### src/rtl/mii_rx_pkg.sv
package mii_rx_pkg;

    typedef enum logic [1:0] {
        ST_IDLE = 2'd0,
        ST_HUNT = 2'd1,
        ST_DATA = 2'd2,
        ST_DROP = 2'd3
    } rx_state_e;

    typedef struct packed {
        logic vld;
        logic sof;
        logic eof;
        logic ferr;
        logic drib;
        logic sfd_bad;
    } rx_flags_t;

endpackage

### src/rtl/mii_sfd_match.sv
module mii_sfd_match #(
    parameter int               NIB_W  = 4,
    parameter logic [NIB_W-1:0] FIRST  = 4'h5,
    parameter logic [NIB_W-1:0] SECOND = 4'hD
) (
    input  logic [NIB_W-1:0] prev_nib,
    input  logic [NIB_W-1:0] cur_nib,
    output logic             hit
);
    always_comb begin
        hit = (prev_nib == FIRST) && (cur_nib == SECOND);
    end
endmodule

### src/rtl/mii_sym_stage.sv
module mii_sym_stage #(
    parameter int NIB_W = 4,
    localparam int SYM_W = NIB_W + 1
) (
    input  logic             clk,
    input  logic             rst_n,
    input  logic             en,
    input  logic             rx_er,
    input  logic [NIB_W-1:0] rxd,
    output logic [SYM_W-1:0] sym_data,
    output logic             sym_vld
);
    typedef struct packed {
        logic [SYM_W-1:0] data;
        logic             vld;
    } sym_reg_t;

    sym_reg_t sym_d, sym_q;

    always_comb begin
        sym_d     = sym_q;
        sym_d.vld = en;
        if (en) begin
            sym_d.data = {rx_er, rxd};
        end
    end

    always_ff @(posedge clk or negedge rst_n) begin
        if (!rst_n) begin
            sym_q <= '0;
        end else begin
            sym_q <= sym_d;
        end
    end

    assign sym_data = sym_q.data;
    assign sym_vld  = sym_q.vld;

    AST_SYM_ONLY_IN_MODE: assert property (@(posedge clk) disable iff (!rst_n)
        sym_vld |-> $past(en)) else $error("symbol strobe outside mode");
    AST_SYM_DATA_ECHO: assert property (@(posedge clk) disable iff (!rst_n)
        sym_vld |-> sym_data == $past({rx_er, rxd})) else $error("symbol mismatch");
endmodule

### src/rtl/mii_rx_frame.sv
module mii_rx_frame
    import mii_rx_pkg::*;
#(
    parameter int               NIB_W   = 4,
    parameter logic [NIB_W-1:0] SFD_A   = 4'h5,
    parameter logic [NIB_W-1:0] SFD_B   = 4'hD,
    localparam int              BYTE_W  = 2 * NIB_W,
    localparam logic [NIB_W-1:0] INV_A  = ~SFD_A,
    localparam logic [NIB_W-1:0] INV_B  = ~SFD_B
) (
    input  logic              clk,
    input  logic              rst_n,
    input  logic              en,
    input  logic              slow,
    input  logic              rx_dv,
    input  logic              rx_er,
    input  logic [NIB_W-1:0]  rxd,
    output logic [BYTE_W-1:0] byte_o,
    output rx_flags_t         flags_o
);
    typedef struct packed {
        rx_state_e         st;
        logic [NIB_W-1:0]  prev;
        logic [NIB_W-1:0]  lo;
        logic              half;
        logic [BYTE_W-1:0] pend;
        logic              pend_vld;
        logic              pend_sof;
        logic              got_byte;
        logic              sticky;
        logic [BYTE_W-1:0] out_byte;
        rx_flags_t         out_flags;
    } frame_reg_t;

    frame_reg_t fr_d, fr_q;
    logic       sfd_ok, sfd_inv;

    mii_sfd_match #(.NIB_W(NIB_W), .FIRST(SFD_A), .SECOND(SFD_B)) i_sfd_ok (
        .prev_nib (fr_q.prev),
        .cur_nib  (rxd),
        .hit      (sfd_ok)
    );

    mii_sfd_match #(.NIB_W(NIB_W), .FIRST(INV_A), .SECOND(INV_B)) i_sfd_inv (
        .prev_nib (fr_q.prev),
        .cur_nib  (rxd),
        .hit      (sfd_inv)
    );

    always_comb begin
        fr_d           = fr_q;
        fr_d.out_flags = '0;
        if (!en) begin
            fr_d.st       = ST_IDLE;
            fr_d.pend_vld = 1'b0;
            fr_d.half     = 1'b0;
            fr_d.sticky   = 1'b0;
        end else begin
            unique case (fr_q.st)
                ST_IDLE: begin
                    if (rx_dv) begin
                        fr_d.st       = ST_HUNT;
                        fr_d.prev     = rxd;
                        fr_d.sticky   = rx_er;
                        fr_d.half     = 1'b0;
                        fr_d.pend_vld = 1'b0;
                        fr_d.got_byte = 1'b0;
                    end
                end
                ST_HUNT: begin
                    if (!rx_dv) begin
                        fr_d.st     = ST_IDLE;
                        fr_d.sticky = 1'b0;
                    end else begin
                        fr_d.sticky = fr_q.sticky | rx_er;
                        fr_d.prev   = rxd;
                        if (sfd_ok) begin
                            fr_d.st = ST_DATA;
                        end else if (slow && sfd_inv) begin
                            fr_d.st                = ST_DROP;
                            fr_d.out_flags.sfd_bad = 1'b1;
                        end
                    end
                end
                ST_DATA: begin
                    if (rx_dv) begin
                        fr_d.sticky = fr_q.sticky | rx_er;
                        if (!fr_q.half) begin
                            fr_d.lo   = rxd;
                            fr_d.half = 1'b1;
                        end else begin
                            fr_d.half = 1'b0;
                            if (fr_q.pend_vld) begin
                                fr_d.out_byte      = fr_q.pend;
                                fr_d.out_flags.vld = 1'b1;
                                fr_d.out_flags.sof = fr_q.pend_sof;
                            end
                            fr_d.pend     = {rxd, fr_q.lo};
                            fr_d.pend_vld = 1'b1;
                            fr_d.pend_sof = !fr_q.got_byte;
                            fr_d.got_byte = 1'b1;
                        end
                    end else begin
                        fr_d.out_flags.eof  = 1'b1;
                        fr_d.out_flags.ferr = fr_q.sticky;
                        fr_d.out_flags.drib = fr_q.half;
                        if (fr_q.pend_vld) begin
                            fr_d.out_byte      = fr_q.pend;
                            fr_d.out_flags.vld = 1'b1;
                            fr_d.out_flags.sof = fr_q.pend_sof;
                        end
                        fr_d.st       = ST_IDLE;
                        fr_d.pend_vld = 1'b0;
                        fr_d.half     = 1'b0;
                        fr_d.sticky   = 1'b0;
                    end
                end
                ST_DROP: begin
                    if (!rx_dv) begin
                        fr_d.st     = ST_IDLE;
                        fr_d.sticky = 1'b0;
                    end
                end
                default: fr_d.st = ST_IDLE;
            endcase
        end
    end

    always_ff @(posedge clk or negedge rst_n) begin
        if (!rst_n) begin
            fr_q <= '0;
        end else begin
            fr_q <= fr_d;
        end
    end

    assign byte_o  = fr_q.out_byte;
    assign flags_o = fr_q.out_flags;

    AST_EOF_ON_DV_LOW: assert property (@(posedge clk) disable iff (!rst_n)
        flags_o.eof |-> !$past(rx_dv)) else $error("end marker with dv high");
    AST_MID_BYTE_NEEDS_DV: assert property (@(posedge clk) disable iff (!rst_n)
        (flags_o.vld && !flags_o.eof) |-> $past(rx_dv)) else $error("byte without dv");
    AST_DRIB_AT_END: assert property (@(posedge clk) disable iff (!rst_n)
        flags_o.drib |-> flags_o.eof) else $error("dribble flag off end");
    AST_FERR_AT_END: assert property (@(posedge clk) disable iff (!rst_n)
        flags_o.ferr |-> flags_o.eof) else $error("frame error off end");
    AST_SFD_BAD_SLOW: assert property (@(posedge clk) disable iff (!rst_n)
        flags_o.sfd_bad |-> ($past(slow) && !flags_o.vld && !flags_o.eof))
        else $error("bad delimiter flag misplaced");
    AST_SOF_WITH_BYTE: assert property (@(posedge clk) disable iff (!rst_n)
        flags_o.sof |-> flags_o.vld) else $error("start marker without byte");
endmodule

### src/rtl/mii_rx_assembler.sv
module mii_rx_assembler
    import mii_rx_pkg::*;
#(
    parameter int NIB_W = 4,
    localparam int BYTE_W = 2 * NIB_W,
    localparam int SYM_W  = NIB_W + 1
) (
    input  logic              clk,
    input  logic              rst_n,
    input  logic              sym_mode,
    input  logic              slow_mode,
    input  logic              rx_dv,
    input  logic              rx_er,
    input  logic [NIB_W-1:0]  rxd,
    output logic [BYTE_W-1:0] byte_data,
    output logic              byte_vld,
    output logic              byte_sof,
    output logic              byte_eof,
    output logic              frame_err,
    output logic              dribble_err,
    output logic              sfd_err,
    output logic [SYM_W-1:0]  sym_data,
    output logic              sym_vld
);
    rx_flags_t flags;

    mii_rx_frame #(.NIB_W(NIB_W)) i_frame (
        .clk     (clk),
        .rst_n   (rst_n),
        .en      (!sym_mode),
        .slow    (slow_mode),
        .rx_dv   (rx_dv),
        .rx_er   (rx_er),
        .rxd     (rxd),
        .byte_o  (byte_data),
        .flags_o (flags)
    );

    mii_sym_stage #(.NIB_W(NIB_W)) i_sym (
        .clk      (clk),
        .rst_n    (rst_n),
        .en       (sym_mode),
        .rx_er    (rx_er),
        .rxd      (rxd),
        .sym_data (sym_data),
        .sym_vld  (sym_vld)
    );

    assign byte_vld    = flags.vld;
    assign byte_sof    = flags.sof;
    assign byte_eof    = flags.eof;
    assign frame_err   = flags.ferr;
    assign dribble_err = flags.drib;
    assign sfd_err     = flags.sfd_bad;

    AST_SYM_EXCLUSIVE: assert property (@(posedge clk) disable iff (!rst_n)
        sym_vld |-> !(byte_vld || byte_eof || frame_err || sfd_err))
        else $error("byte path active in symbol mode");
    AST_RESET_QUIET: assert property (@(posedge clk)
        !rst_n |-> !(byte_vld || byte_eof || sfd_err || sym_vld))
        else $error("strobe during reset");
endmodule

### config.mk
export PLATFORM = sky130hd
export DESIGN_NAME = mii_rx_assembler
export DESIGN_NICKNAME = d
export VERILOG_FILES = /design/src/rtl/mii_rx_pkg.sv /design/src/rtl/mii_sfd_match.sv /design/src/rtl/mii_sym_stage.sv /design/src/rtl/mii_rx_frame.sv /design/src/rtl/mii_rx_assembler.sv
export SDC_FILE = /design/constraint.sdc
export NUM_CORES = 1
export LEC_CHECK = 0
export BUFFER_PORTS_ARGS = -buffer_cell sky130_fd_sc_hd__buf_2
export CORE_AREA = 2 2 71 73
export DETAILED_ROUTE_END_ITERATION = 12
export DIE_AREA = 0 0 73 75
export PLACE_DENSITY = 0.55
export SYNTH_ARGS = -nofsm -noshare
export SYNTH_HDL_FRONTEND = slang
export SYNTH_SLANG_ARGS = --single-unit
### constraint.sdc
create_clock -name clk -period 2.2 [get_ports clk]
set_clock_uncertainty 0.15 [all_clocks]
set_input_delay 0.22 -clock clk [delete_from_list [all_inputs] [get_ports clk]]
set_output_delay 0.22 -clock clk [all_outputs]
set_load 0.01 [all_outputs]
* Yosys cells after proc, flatten, opt, wreduce, memory -nomap -nowiden
Index checks and enable logic that the tools add are counted.
Storage, ports and cells: memory bits (writable) 0, word-level logic and storage cells 91, memories 0, register bits after elaboration 43, ROM bits 0, input bits 10, output and inout port bits 20, bits in latches 0
Cells by class: multiplexer cells 35, equality and inequality tests 17, reductions and logical operators 18, add/sub/neg operators 0, div/mod/pow operators 0, multiply operators 0, bitwise gates (word level) 3, shifts and indexed selects 0, $lt $le $gt $ge 0
Operator list (count):
- $mux 10 | 2
- $mux 1 | 14
- $mux 2 | 6
- $mux 6 | 2
- $reduce_and 4->1 | 3
- $mux 11 | 1
- $ne 3x3->1 const B | 3
- $reduce_and 3->1 | 3
- $eq 4x4->1 const B | 2
- $pmux 4 s2 | 1
- $mux 3 | 2
- $ne 2x2->1 const B | 3
- $pmux 1 s2 | 3
- $pmux 2 s3 | 1
- $mux 5 | 1
- $ne 5x4->1 const B | 1
- $reduce_and 5->1 | 1
- $eq 2x2->1 const B | 2
- $eq 4x2->1 const B | 1
- $eq 4x3->1 const B | 1
- $mux 4 | 1
- $ne 2x1->1 const B | 2
- $ne 4x3->1 const B | 1
- $pmux 1 s4 | 1
- other kinds (10) | 15

* Logic depth before layout (Yosys ltp)
depth in word-level cells 8, depth in mapped cells 4, mapped depth without buffers 3

* Hierarchy
A second synthesis with hierarchy kept.
Second synthesis, totals: cell total of the unflattened synthesis 137, area, all modules 1869.3 um^2
Modules (own cells, without submodules):
- mii_rx_frame | cells an instance 119, area each 1611.5 um^2, sequential area each 925.9 um^2, instances 1
- mii_sym_stage | cells an instance 11, area each 206.4 um^2, sequential area each 150.1 um^2, instances 1
- mii_sfd_match | cells an instance 3, area each 23.8 um^2, sequential area each 0.0 um^2, instances 2
- mii_rx_assembler | cells an instance 1, area each 3.8 um^2, sequential area each 0.0 um^2, instances 1

* Worst setup path after synthesis
No wires, ideal clock.
kind register to register, from reg i_frame.fr_q[33] in the netlist's numbering, to reg i_frame.fr_q, in the netlist i_frame.flags_o[0], arrival 1322 ps, data required time 1982 ps, stages on the path, launching flop included 4, period minus slack after synthesis 1540 ps, buffers on the path 0, library setup time 68 ps, slack 660 ps, path through dfrtp_1 or4b_4 nor4_4 and4b_1
RTL lines:
- start, declared | line mii_rx_frame.sv:35 | frame_reg_t fr_d, fr_q;
- start signal, assigned | line mii_rx_frame.sv:133 | fr_q <= fr_d;

* Final worst setup path
from reg i_frame.fr_q[36] in the netlist's numbering, to reg i_frame.fr_q, in the netlist i_frame.byte_o[4]
Between the ends: longest elaborated chain between the ends 2
Ends and longest elaborated chain:
- $eq 2x2->1 | line mii_rx_frame.sv:59 | unique case (fr_q.st)
- $reduce_and 3->1 (no line)
No other way between the ends. A chain may end at the register's enable or synchronous reset.

==> impl_metrics.yaml <==
status:
  status: "finished, final reports clean"
cts:
  clock-sinks: 43
  cts_made_buffers: 5
  cts_buffer_depth: 2
  cts_tree: "done"
  clockRootBuffer: "clkbuf_8"
  htreeDepth: 2
  postCtsSetupBuffers: 0
  clock_latency_ps: 290
  path_clk_slew_ps: 80
power_and_ir_drop:
  ir_worst_vdd_mv: 0.287
  pwr_density_cell_mw_per_mm2: 687
  swShare: 0.229
  p_seq_frac: 0.593
  pwr-share-comb: 0.072
  clock_power_share: 0.335
  power.leakage_nw: 1.06
  p_switching_w: 0.000321
  internal_power_w: 0.00108
yosys:
  yosys_most_used_dff: "dfrtp_1"
  synth_area_sq_mm: 0.00180
  synth_edf_count: 0
  ys_seq_area_frac: 0.598
  synth_area_per_cell_sq_um: 13.7
  async_flop_share: 1.00
  synth_top_area_share: 0.598
  synth_warnings: 0
  synth_top_area_cell: "dfrtp_1"
  synth.area.top_cells: "dfrtp_1, mux2_2, buf_4"
  synth-seq-cells: 43
  syn_inst: 131
  synth_cell_types: 29
  synth.net_count: 141
setup_path:
  worstPathCellList: "nor2b_1, nand4b_2, mux2_2"
  crit_arrival_ps: 1890
  cp_slowest_cell: "dfrtp_1"
  critPathMaxStageDelay_ps: 530
  worstSetupPathType: "flop to flop"
  start_kind: "flop"
  path_max_fanout: 11
  regToRegStartpoint: "i_frame.fr_q[36]"
  r2r_slack_ps: 330
  cp.required_ps: 2220
  r2r.worst_path.cells: 3
  crit_family: "simple AND/OR/NAND/NOR gates"
  r2r-end: "i_frame.byte_o[4]"
  cp-end-kind: "flop"
  critPathBufInv: 0
timing:
  finalSetupTns_ps: 0
  hold_slack_ps: 46.9
  rsz0062_at_grt: "no"
  slew_viol_final: 0
  fmax_mhz: 534
  relSlewSlack: 0.577
  worst_pin_slew_ps: 635
  setup_viol: 0
  hold_viol_final: 0
  fin_crit_ps: 1870
  fin_crit_sh: 0.851
floorplanning:
  rows: 25
  chipHeight_um: 75
  die_width_um: 73
  coreArea_sq_mm: 0.00466
  num_io_pins: 30
  die_area_sq_mm: 0.00548
  start_util: 0.386
placed_design:
  gp_congestion: 0.808
  dp_hpwl_mm: 2.23
  port_buffers: 29
  dp.cells: 204
drt:
  vias: 1076
  antenna_left: 0
  wl_mm: 3.23
  viasPerCell: 5.05
  drt-pass1-iter-count: 5
  route.detailed.drc: 0
  drtIter0Drc: 67
  wl_per_cell_um: 15.2
worst_hold_path:
  holdCritStartpoint: "rx_er"
  min_path_cells: 2
  holdCritPathClass: "input pin to flop"
  hold_end: "i_sym.sym_data[4]"
grt:
  antenna_found_initial: 0
  grt_first_pass_wirelength_mm: 5.37
  globalRouteOverflowTotal: 0
  grt_pass1_vias: 1060
  grt.total_usage: 0.134
  grt_max_degree: 30
job:
  maxCapViolCount: 0
layout:
  fin_nets: 168
  final_cell_mix: "dfrtp_1, mux2_2, buf_2"
  final_cells: 213
  final_core_util: 0.438
  final_common_cell: "dfrtp_1"
  drive_above_1_share: 0.440
  syn_to_final_growth_pct: 13.4
  n_antenna_cell: 0
-- final cells by class --
type                       instances  area (sq um)
fill                             452          2620
sequential                        43          1080
multi-input combinational         73           634
timing repair buffer              32           170
clock buffer                       7          76.3
tap                               54          67.6
inverter                           3          11.3
clock inverter                     1          5.00
-- Yosys cell counts (2+ instances only) --
library cell	count
nor3b_1	2
inv_1	3
clkbuf_1	2
dfrtp_1	43
a21oi_1	5
nand4b_2	2
mux2_2	29
buf_4	8
and2_1	2
o21ai_0	3
nor2_1	6
buf_2	2
nand2b_1	3
nor2b_1	3
nand2_1	4
-- registers in the layout, indices dropped and copies added, names as in the netlist --
signal           count
i_sym.sym_data       5
i_sym.sym_vld        1
i_frame.flags_o      6
i_frame.byte_o       8
i_frame.fr_q        23
-- per-stage QoR --
stage / power (W) / cell area (sq um) / setup WS, ps
2_1_floorplan: 0.000896 / 1800 / 660
3_3_place_gp: 0.000944 / 1950 / 401
3_5_place_dp: 0.000950 / 1950 / 331
4_1_cts: 0.00143 / 2040 / 316
5_1_grt: 0.00147 / 2040 / 183
6_report: 0.00140 / 2040 / 329
-- timing repair --
action | 4_1_cts | 5_1_grt
hold buffers | 1 | 0
endpoints found under the hold margin | 27 | 0
resized for setup | 0 | 0
-- worst max path at each step --
stage                                 from                 end  slack [ps]  cells after the start
after detailed placement  i_frame.fr_q[36]   i_frame.byte_o[4]         330                      3
after global routing      i_frame.fr_q[36]   i_frame.byte_o[4]         180                      3
after floorplan           i_frame.fr_q[33]  i_frame.flags_o[0]         660                      3
after CTS                 i_frame.fr_q[36]   i_frame.byte_o[4]         320                      3
after global placement    i_frame.fr_q[36]   i_frame.byte_o[7]         400                      3
final                     i_frame.fr_q[36]   i_frame.byte_o[4]         330                      3
-- per-layer routing --
metal	vias to the layer above	part of all wire	track usage	routed length (um)
met1	541	0.46	0.177	1480
met2	30	0.48	0.205	1550
met5	-	0	0	0
met3	4	0.050	0.0469	160
li1	501	-	-	-
met4	0	0.011	0.0494	37
-- power by group through the flow --
stage	registers (W)	logic [W]	clock network, W
floorplan	0.000847	0.0000488	0
global route	0.000835	0.000114	0.000520
global placement	0.000845	0.0000988	0
CTS	0.000832	0.000104	0.000491
detailed placement	0.000848	0.000103	0
finish	0.000832	0.000101	0.000469
-- cell families after synthesis --
family                 after synthesis  share of synthesized area
flip-flops                          43                      0.598
AND/OR/NAND/NOR                     29                      0.118
multiplexers                        30                      0.187
AO/OA/AOI/OAI                       14                     0.0473
buffers and inverters               15                     0.0494
Note: power is estimated with default switching activity, not from simulation.
